--- src/rtl/dag_pkg.sv ---
package dag_pkg;
  localparam int unsigned NUM_DIMS     = 4;
  localparam int unsigned NUM_PAD_DIMS = 3;
  localparam int unsigned OUTER_DIM    = NUM_DIMS - 1;
endpackage

--- src/rtl/dag_dim_counter.sv ---
module dag_dim_counter #(
  parameter int unsigned ADDR_W  = 20,
  parameter int unsigned CNT_W   = 10,
  parameter int unsigned PAD_W   = 4,
  parameter bit          HAS_PAD = 1'b1
) (
  input  logic              clk,
  input  logic              rst_n,
  input  logic              load,
  input  logic [CNT_W-1:0]  wrap_cnt,
  input  logic [ADDR_W-1:0] stride,
  input  logic [PAD_W-1:0]  pad_lo,
  input  logic [PAD_W-1:0]  pad_hi,
  input  logic              step,
  output logic              at_end,
  output logic              in_pad,
  output logic [ADDR_W-1:0] offset
);
  localparam int unsigned POS_W = CNT_W + 2;

  logic [CNT_W-1:0]  wrap_q,   wrap_d;
  logic [ADDR_W-1:0] stride_q, stride_d;
  logic [PAD_W-1:0]  lo_q,     lo_d;
  logic [PAD_W-1:0]  hi_q,     hi_d;
  logic [POS_W-1:0]  pos_q,    pos_d;
  logic [ADDR_W-1:0] acc_q,    acc_d;

  logic [POS_W-1:0]  lo_ext;
  logic [POS_W-1:0]  data_end;
  logic [POS_W-1:0]  last_pos;
  logic              past_lead;

  // Window boundaries of this level in position units
  always_comb begin
    lo_ext    = {{(POS_W-PAD_W){1'b0}}, lo_q};
    data_end  = lo_ext + {{(POS_W-CNT_W){1'b0}}, wrap_q};
    last_pos  = data_end + {{(POS_W-PAD_W){1'b0}}, hi_q} - {{(POS_W-1){1'b0}}, 1'b1};
    past_lead = (pos_q >= lo_ext);
    at_end    = (pos_q == last_pos);
    in_pad    = !past_lead || (pos_q >= data_end);
    offset    = acc_q;
  end

  // Next state: configuration capture and position/offset stepping
  always_comb begin
    wrap_d   = wrap_q;
    stride_d = stride_q;
    lo_d     = lo_q;
    hi_d     = hi_q;
    pos_d    = pos_q;
    acc_d    = acc_q;
    if (load) begin
      wrap_d   = wrap_cnt;
      stride_d = stride;
      lo_d     = HAS_PAD ? pad_lo : '0;
      hi_d     = HAS_PAD ? pad_hi : '0;
      pos_d    = '0;
      acc_d    = '0;
    end else if (step) begin
      if (at_end) begin
        pos_d = '0;
        acc_d = '0;
      end else begin
        pos_d = pos_q + {{(POS_W-1){1'b0}}, 1'b1};
        if (past_lead) begin
          acc_d = acc_q + stride_q;
        end
      end
    end
  end

  always_ff @(posedge clk or negedge rst_n) begin
    if (!rst_n) begin
      wrap_q   <= '0;
      stride_q <= '0;
      lo_q     <= '0;
      hi_q     <= '0;
      pos_q    <= '0;
      acc_q    <= '0;
    end else begin
      wrap_q   <= wrap_d;
      stride_q <= stride_d;
      lo_q     <= lo_d;
      hi_q     <= hi_d;
      pos_q    <= pos_d;
      acc_q    <= acc_d;
    end
  end
endmodule

--- src/rtl/dag_iter_ctrl.sv ---
module dag_iter_ctrl #(
  parameter int unsigned ADDR_W = 20,
  parameter int unsigned ITER_W = 8
) (
  input  logic              clk,
  input  logic              rst_n,
  input  logic              load,
  input  logic [ADDR_W-1:0] base_in,
  input  logic [ADDR_W-1:0] offset_in,
  input  logic [ITER_W-1:0] count_in,
  input  logic              pass_done,
  output logic [ADDR_W-1:0] pass_base,
  output logic              last_pass
);
  logic [ADDR_W-1:0] base_q, base_d;
  logic [ADDR_W-1:0] ioff_q, ioff_d;
  logic [ITER_W-1:0] cnt_q,  cnt_d;
  logic [ITER_W-1:0] idx_q,  idx_d;

  always_comb begin
    pass_base = base_q;
    last_pass = (idx_q + {{(ITER_W-1){1'b0}}, 1'b1}) >= cnt_q;
  end

  always_comb begin
    base_d = base_q;
    ioff_d = ioff_q;
    cnt_d  = cnt_q;
    idx_d  = idx_q;
    if (load) begin
      base_d = base_in;
      ioff_d = offset_in;
      cnt_d  = count_in;
      idx_d  = '0;
    end else if (pass_done) begin
      base_d = base_q + ioff_q;
      idx_d  = idx_q + {{(ITER_W-1){1'b0}}, 1'b1};
    end
  end

  always_ff @(posedge clk or negedge rst_n) begin
    if (!rst_n) begin
      base_q <= '0;
      ioff_q <= '0;
      cnt_q  <= '0;
      idx_q  <= '0;
    end else begin
      base_q <= base_d;
      ioff_q <= ioff_d;
      cnt_q  <= cnt_d;
      idx_q  <= idx_d;
    end
  end
endmodule

--- src/rtl/dag_walker.sv ---
module dag_walker #(
  parameter int unsigned ADDR_W = 20,
  parameter int unsigned CNT_W  = 10,
  parameter int unsigned PAD_W  = 4,
  parameter int unsigned ITER_W = 8
) (
  input  logic                                  clk,
  input  logic                                  rst_n,
  input  logic                                  start,
  input  logic [ADDR_W-1:0]                     base_addr,
  input  logic [dag_pkg::NUM_DIMS*ADDR_W-1:0]   stride,
  input  logic [dag_pkg::NUM_DIMS*CNT_W-1:0]    wrap,
  input  logic [dag_pkg::NUM_PAD_DIMS*PAD_W-1:0] pad_before,
  input  logic [dag_pkg::NUM_PAD_DIMS*PAD_W-1:0] pad_after,
  input  logic [ITER_W-1:0]                     iter_count,
  input  logic [ADDR_W-1:0]                     iter_offset,
  output logic                                  busy,
  output logic                                  out_valid,
  input  logic                                  out_ready,
  output logic [ADDR_W-1:0]                     out_addr,
  output logic                                  out_pad,
  output logic                                  out_last
);
  import dag_pkg::*;

  logic                busy_q, busy_d;
  logic                load;
  logic                fire;
  logic [NUM_DIMS:0]   step_chain;
  logic [NUM_DIMS-1:0] dim_end;
  logic [NUM_DIMS-1:0] dim_pad;
  logic [ADDR_W-1:0]   dim_off [NUM_DIMS];
  logic [ADDR_W-1:0]   pass_base;
  logic                last_pass;
  logic                pass_done;

  assign load          = start && !busy_q;
  assign fire          = busy_q && out_ready;
  assign step_chain[0] = fire;
  assign pass_done     = step_chain[NUM_DIMS];

  for (genvar d = 0; d < NUM_DIMS; d++) begin : g_dim
    assign step_chain[d+1] = step_chain[d] && dim_end[d];
    if (d < NUM_PAD_DIMS) begin : g_pad
      dag_dim_counter #(
        .ADDR_W (ADDR_W),
        .CNT_W  (CNT_W),
        .PAD_W  (PAD_W),
        .HAS_PAD(1'b1)
      ) u_dim (
        .clk     (clk),
        .rst_n   (rst_n),
        .load    (load),
        .wrap_cnt(wrap[d*CNT_W +: CNT_W]),
        .stride  (stride[d*ADDR_W +: ADDR_W]),
        .pad_lo  (pad_before[d*PAD_W +: PAD_W]),
        .pad_hi  (pad_after[d*PAD_W +: PAD_W]),
        .step    (step_chain[d]),
        .at_end  (dim_end[d]),
        .in_pad  (dim_pad[d]),
        .offset  (dim_off[d])
      );
    end else begin : g_nopad
      dag_dim_counter #(
        .ADDR_W (ADDR_W),
        .CNT_W  (CNT_W),
        .PAD_W  (PAD_W),
        .HAS_PAD(1'b0)
      ) u_dim (
        .clk     (clk),
        .rst_n   (rst_n),
        .load    (load),
        .wrap_cnt(wrap[d*CNT_W +: CNT_W]),
        .stride  (stride[d*ADDR_W +: ADDR_W]),
        .pad_lo  ({PAD_W{1'b0}}),
        .pad_hi  ({PAD_W{1'b0}}),
        .step    (step_chain[d]),
        .at_end  (dim_end[d]),
        .in_pad  (dim_pad[d]),
        .offset  (dim_off[d])
      );
    end
  end

  dag_iter_ctrl #(
    .ADDR_W(ADDR_W),
    .ITER_W(ITER_W)
  ) u_iter (
    .clk      (clk),
    .rst_n    (rst_n),
    .load     (load),
    .base_in  (base_addr),
    .offset_in(iter_offset),
    .count_in (iter_count),
    .pass_done(pass_done),
    .pass_base(pass_base),
    .last_pass(last_pass)
  );

  // Output step composition
  always_comb begin
    out_addr = pass_base;
    for (int d = 0; d < NUM_DIMS; d++) begin
      out_addr = out_addr + dim_off[d];
    end
    out_pad   = |dim_pad[NUM_PAD_DIMS-1:0];
    out_valid = busy_q;
    busy      = busy_q;
    out_last  = busy_q && (&dim_end) && last_pass;
  end

  always_comb begin
    busy_d = busy_q;
    if (load) begin
      busy_d = 1'b1;
    end else if (fire && out_last) begin
      busy_d = 1'b0;
    end
  end

  always_ff @(posedge clk or negedge rst_n) begin
    if (!rst_n) begin
      busy_q <= 1'b0;
    end else begin
      busy_q <= busy_d;
    end
  end
endmodule

--- config.mk ---
export PLATFORM = sky130hd
export DESIGN_NAME = dag_walker
export DESIGN_NICKNAME = d
export VERILOG_FILES = /design/src/rtl/dag_pkg.sv /design/src/rtl/dag_dim_counter.sv /design/src/rtl/dag_iter_ctrl.sv /design/src/rtl/dag_walker.sv
export SDC_FILE = /design/constraint.sdc
export NUM_CORES = 1
export LEC_CHECK = 0
export BUFFER_PORTS_ARGS = -buffer_cell sky130_fd_sc_hd__buf_2
export CAP_MARGIN = 20
export CORE_MARGIN = 2
export CORE_UTILIZATION = 55
export CTS_BUF_LIST = sky130_fd_sc_hd__clkbuf_8
export CTS_CLUSTER_DIAMETER = 80
export DETAILED_ROUTE_END_ITERATION = 16
export GPL_TIMING_DRIVEN = 0
export PLACE_DENSITY = 0.74
export SLEW_MARGIN = 20
export SYNTH_ARGS = -nofsm -noshare
export SYNTH_HDL_FRONTEND = slang
export SYNTH_HIERARCHICAL = 1
export SYNTH_SLANG_ARGS = --single-unit
--- constraint.sdc ---
create_clock -name clk -period 17.5 [get_ports clk]
set_input_delay 2.625 -clock clk [delete_from_list [all_inputs] [get_ports clk]]
set_output_delay 2.625 -clock clk [all_outputs]
set_load 0.01 [all_outputs]
==> out/qor.txt <==
drt first-iter violations - 1415
Synth warnings - 6
Syn Area/Cell - 9.50 sq um
Die Y - 219 microns
Final min period - 8440 ps
design area - 28700 sq um
clk sink count - 329
Max rail drop VDD - 0.0754 mV
max_cap viols - 0
CP max-delay cell - a2111oi_4
relative max-transition margin - 0.289
DRC violations left - 0
Final ANT Viol Nets - 0
post-cts resize count - 0
Fmax - 0.118 GHz
Post-CTS Hold Buffers - 0
setup TNS - 0 ps
Hold WC Path Type - flip-flop to flip-flop
CTS tree - yes
CTS clk-pin slew, worst paths - 60 ps
wire per inst - 18.5 microns
run status - complete, no violations
DR vias - 21340
clock latency at the later pin of the worst-skew pair - 670 ps
Core ar. - 45600 sq um
first-pass GRT wire length - 108000 microns
clk_skew - 16.8 ps
die area - 48000 sq um
WS Path Type - flip-flop to output pin
CP peak stage delay - 790 ps
initial antenna violation count - 8
Cell Area, Placed - 27400 sq um
Hold Vio Cnt, Final - 0
vias in the first global route - 21380
post-layout util - 0.630
nets - 3411
crit-path max FO - 9
Worst-Margin Slew - 1060 ps
Arr. time, crit path - 5810 ps
unrepaired setup endpoints after global routing - no
syn nets - 3125
vias per inst - 5.90
Worst Path Required - 14880 ps
DR pass1 iterations - 8
Final Max Tran Viols - 0
CP startpoint kind - flip-flop
critical path endpoint category - output pin
clock buffer count from CTS - 60
# rows - 78
crit path cell chain - ha_1, fa_1, xnor2_1, xor2_1, fa_1, a21o_1, nand3_1, mux2_2, o22ai_1, a211oi_2, nor3_1, or3_4, a2111oi_4, nand2_1, nor2_1, buf_2
detailed placement HPWL - 52600 microns
Post-Route WL - 67000 microns
P&R area growth vs syn - 12.8%
Initial Util - 0.559
synthesized area - 25500 sq um
Post-Syn Instances - 2681
PwrDens - 108 nW/um^2
Final setup viols - 0
layout cells sized above 1 - 0.199
Pleak - 0.0136 uW
H-tree Lvls - 2
root buf cell - clkbuf_8
# IOs - 220
Post-CTS Setup Bufs - 0
Total Routing Usage GR - 0.281
gr ovfl total - 0
Top cell by count, worst path - fa_1
Die X - 219 microns
Placer Congestion - 0.956
period utilisation layout - 0.482
# port buffers - 219
Filler Cells Inserted - 3880
largest net degree at the start of global routing - 79
Clock Path Buffers - 3
## area by class of cell
| class | instances | area, sq um | area share |
|---|---|---|---|
| well taps | 600 | 751 | 0.0261 |
| clock inverters | 29 | 180 | 0.00627 |
| plain buffers | 102 | 494 | 0.0172 |
| clock buffers | 78 | 1070 | 0.0374 |
| multi-input cells | 1990 | 15800 | 0.549 |
| repair buffers | 224 | 1230 | 0.0427 |
| diodes | 8 | 20.0 | 0.000697 |
| flip-flops and latches | 329 | 8230 | 0.287 |
| inverters | 260 | 976 | 0.0340 |
## state kept, by name, summed over array words and instances (netlist names), 20 cells and up
register	count
g_dim.g_nopad.u_dim/stride_q	20
g_dim.g_pad.u_dim/offset	60
g_dim.g_nopad.u_dim/offset	20
g_dim.g_pad.u_dim/wrap_q	30
u_iter/ioff_q	20
u_iter/pass_base	20
g_dim.g_pad.u_dim/stride_q	60
g_dim.g_pad.u_dim/pos_q	36
## power breakdown
| group | internal [uW] | leakage (uW) | switching, uW |
|---|---|---|---|
| registers | 847 | 0.00421 | 102 |
| logic | 593 | 0.00872 | 776 |
| clock network | 426 | 0.000711 | 347 |
| total | 1870 | 0.0136 | 1230 |
## critical path: cells and delay by family, from the launching register on
family / cells / cell delay (ps)
fa+ha+maj: 3 / 1270
simple gates: 5 / 1120
compound gates: 4 / 1440
mux: 1 / 160
xor+xnor: 2 / 550
buf+inv: 1 / 200
flops: 1 / 410
## path summary, 6_finish.rpt
check,from,endpoint,slack (ps),cells past startpoint
max reg2reg,g_dim[1].g_pad.u_dim/lo_q[0],u_iter/pass_base[17],10510,20
min reg2reg,g_dim[1].g_pad.u_dim/stride_q[18],g_dim[1].g_pad.u_dim/stride_q[18],510,1
max in group asynchronous,rst_n,g_dim[2].g_pad.u_dim/hi_q[1],14170,4
min in group asynchronous,rst_n,u_iter/cnt_q[7],1840,1
min,g_dim[1].g_pad.u_dim/stride_q[18],g_dim[1].g_pad.u_dim/stride_q[18],510,1
max,g_dim[1].g_pad.u_dim/lo_q[0],out_last,9060,16
## through the flow
stage / hold slack, ps / std cells / total power, uW / worst slack (ps)
CTS: 515 / 3612 / 3100 / 9030
finish: 513 / 3620 / 3090 / 9060
global route: 522 / 3619 / 3300 / 8800
global placement: 500 / 3500 / 2270 / 7500
detailed placement: 501 / 3505 / 2310 / 9790
floorplan: 472 / 2681 / 1940 / 10590
## cells in the final DEF, fill, tap and decap left out, types with 17 or more instances in the layout
| master | instances |
|---|---|
| nand4_1 | 35 |
| a22o_1 | 43 |
| nand2b_1 | 24 |
| dfrtp_1 | 329 |
| a22oi_1 | 20 |
| o21ai_1 | 21 |
| o21ai_0 | 127 |
| clkbuf_8 | 78 |
| xor2_1 | 84 |
| a21oi_1 | 135 |
| fa_1 | 67 |
| nor2_1 | 174 |
| a21o_1 | 49 |
| nand2_1 | 164 |
| and3_1 | 28 |
| o211ai_1 | 17 |
| nand3_1 | 66 |
| a211oi_1 | 21 |
| clkbuf_1 | 62 |
| xnor2_1 | 142 |
| mux2i_1 | 17 |
| nor3_1 | 45 |
| buf_2 | 235 |
| a22o_2 | 18 |
| ha_1 | 181 |
| inv_1 | 273 |
| mux2_2 | 131 |
| nor2b_1 | 19 |
| o21a_1 | 18 |
| nor4_1 | 21 |
| o31ai_1 | 20 |
## per-layer routing
| layer | up-vias | share of wire | wire, microns | GRT usage |
|---|---|---|---|---|
| li1 | 10131 | - | - | - |
| met1 | 10434 | 0.43 | 28600 | 0.362 |
| met2 | 637 | 0.47 | 31600 | 0.465 |
| met3 | 136 | 0.064 | 4260 | 0.0527 |
| met4 | 2 | 0.037 | 2500 | 0.118 |
| met5 | - | 0.00018 | 12 | 0 |
(Power assumes the default switching activity.)
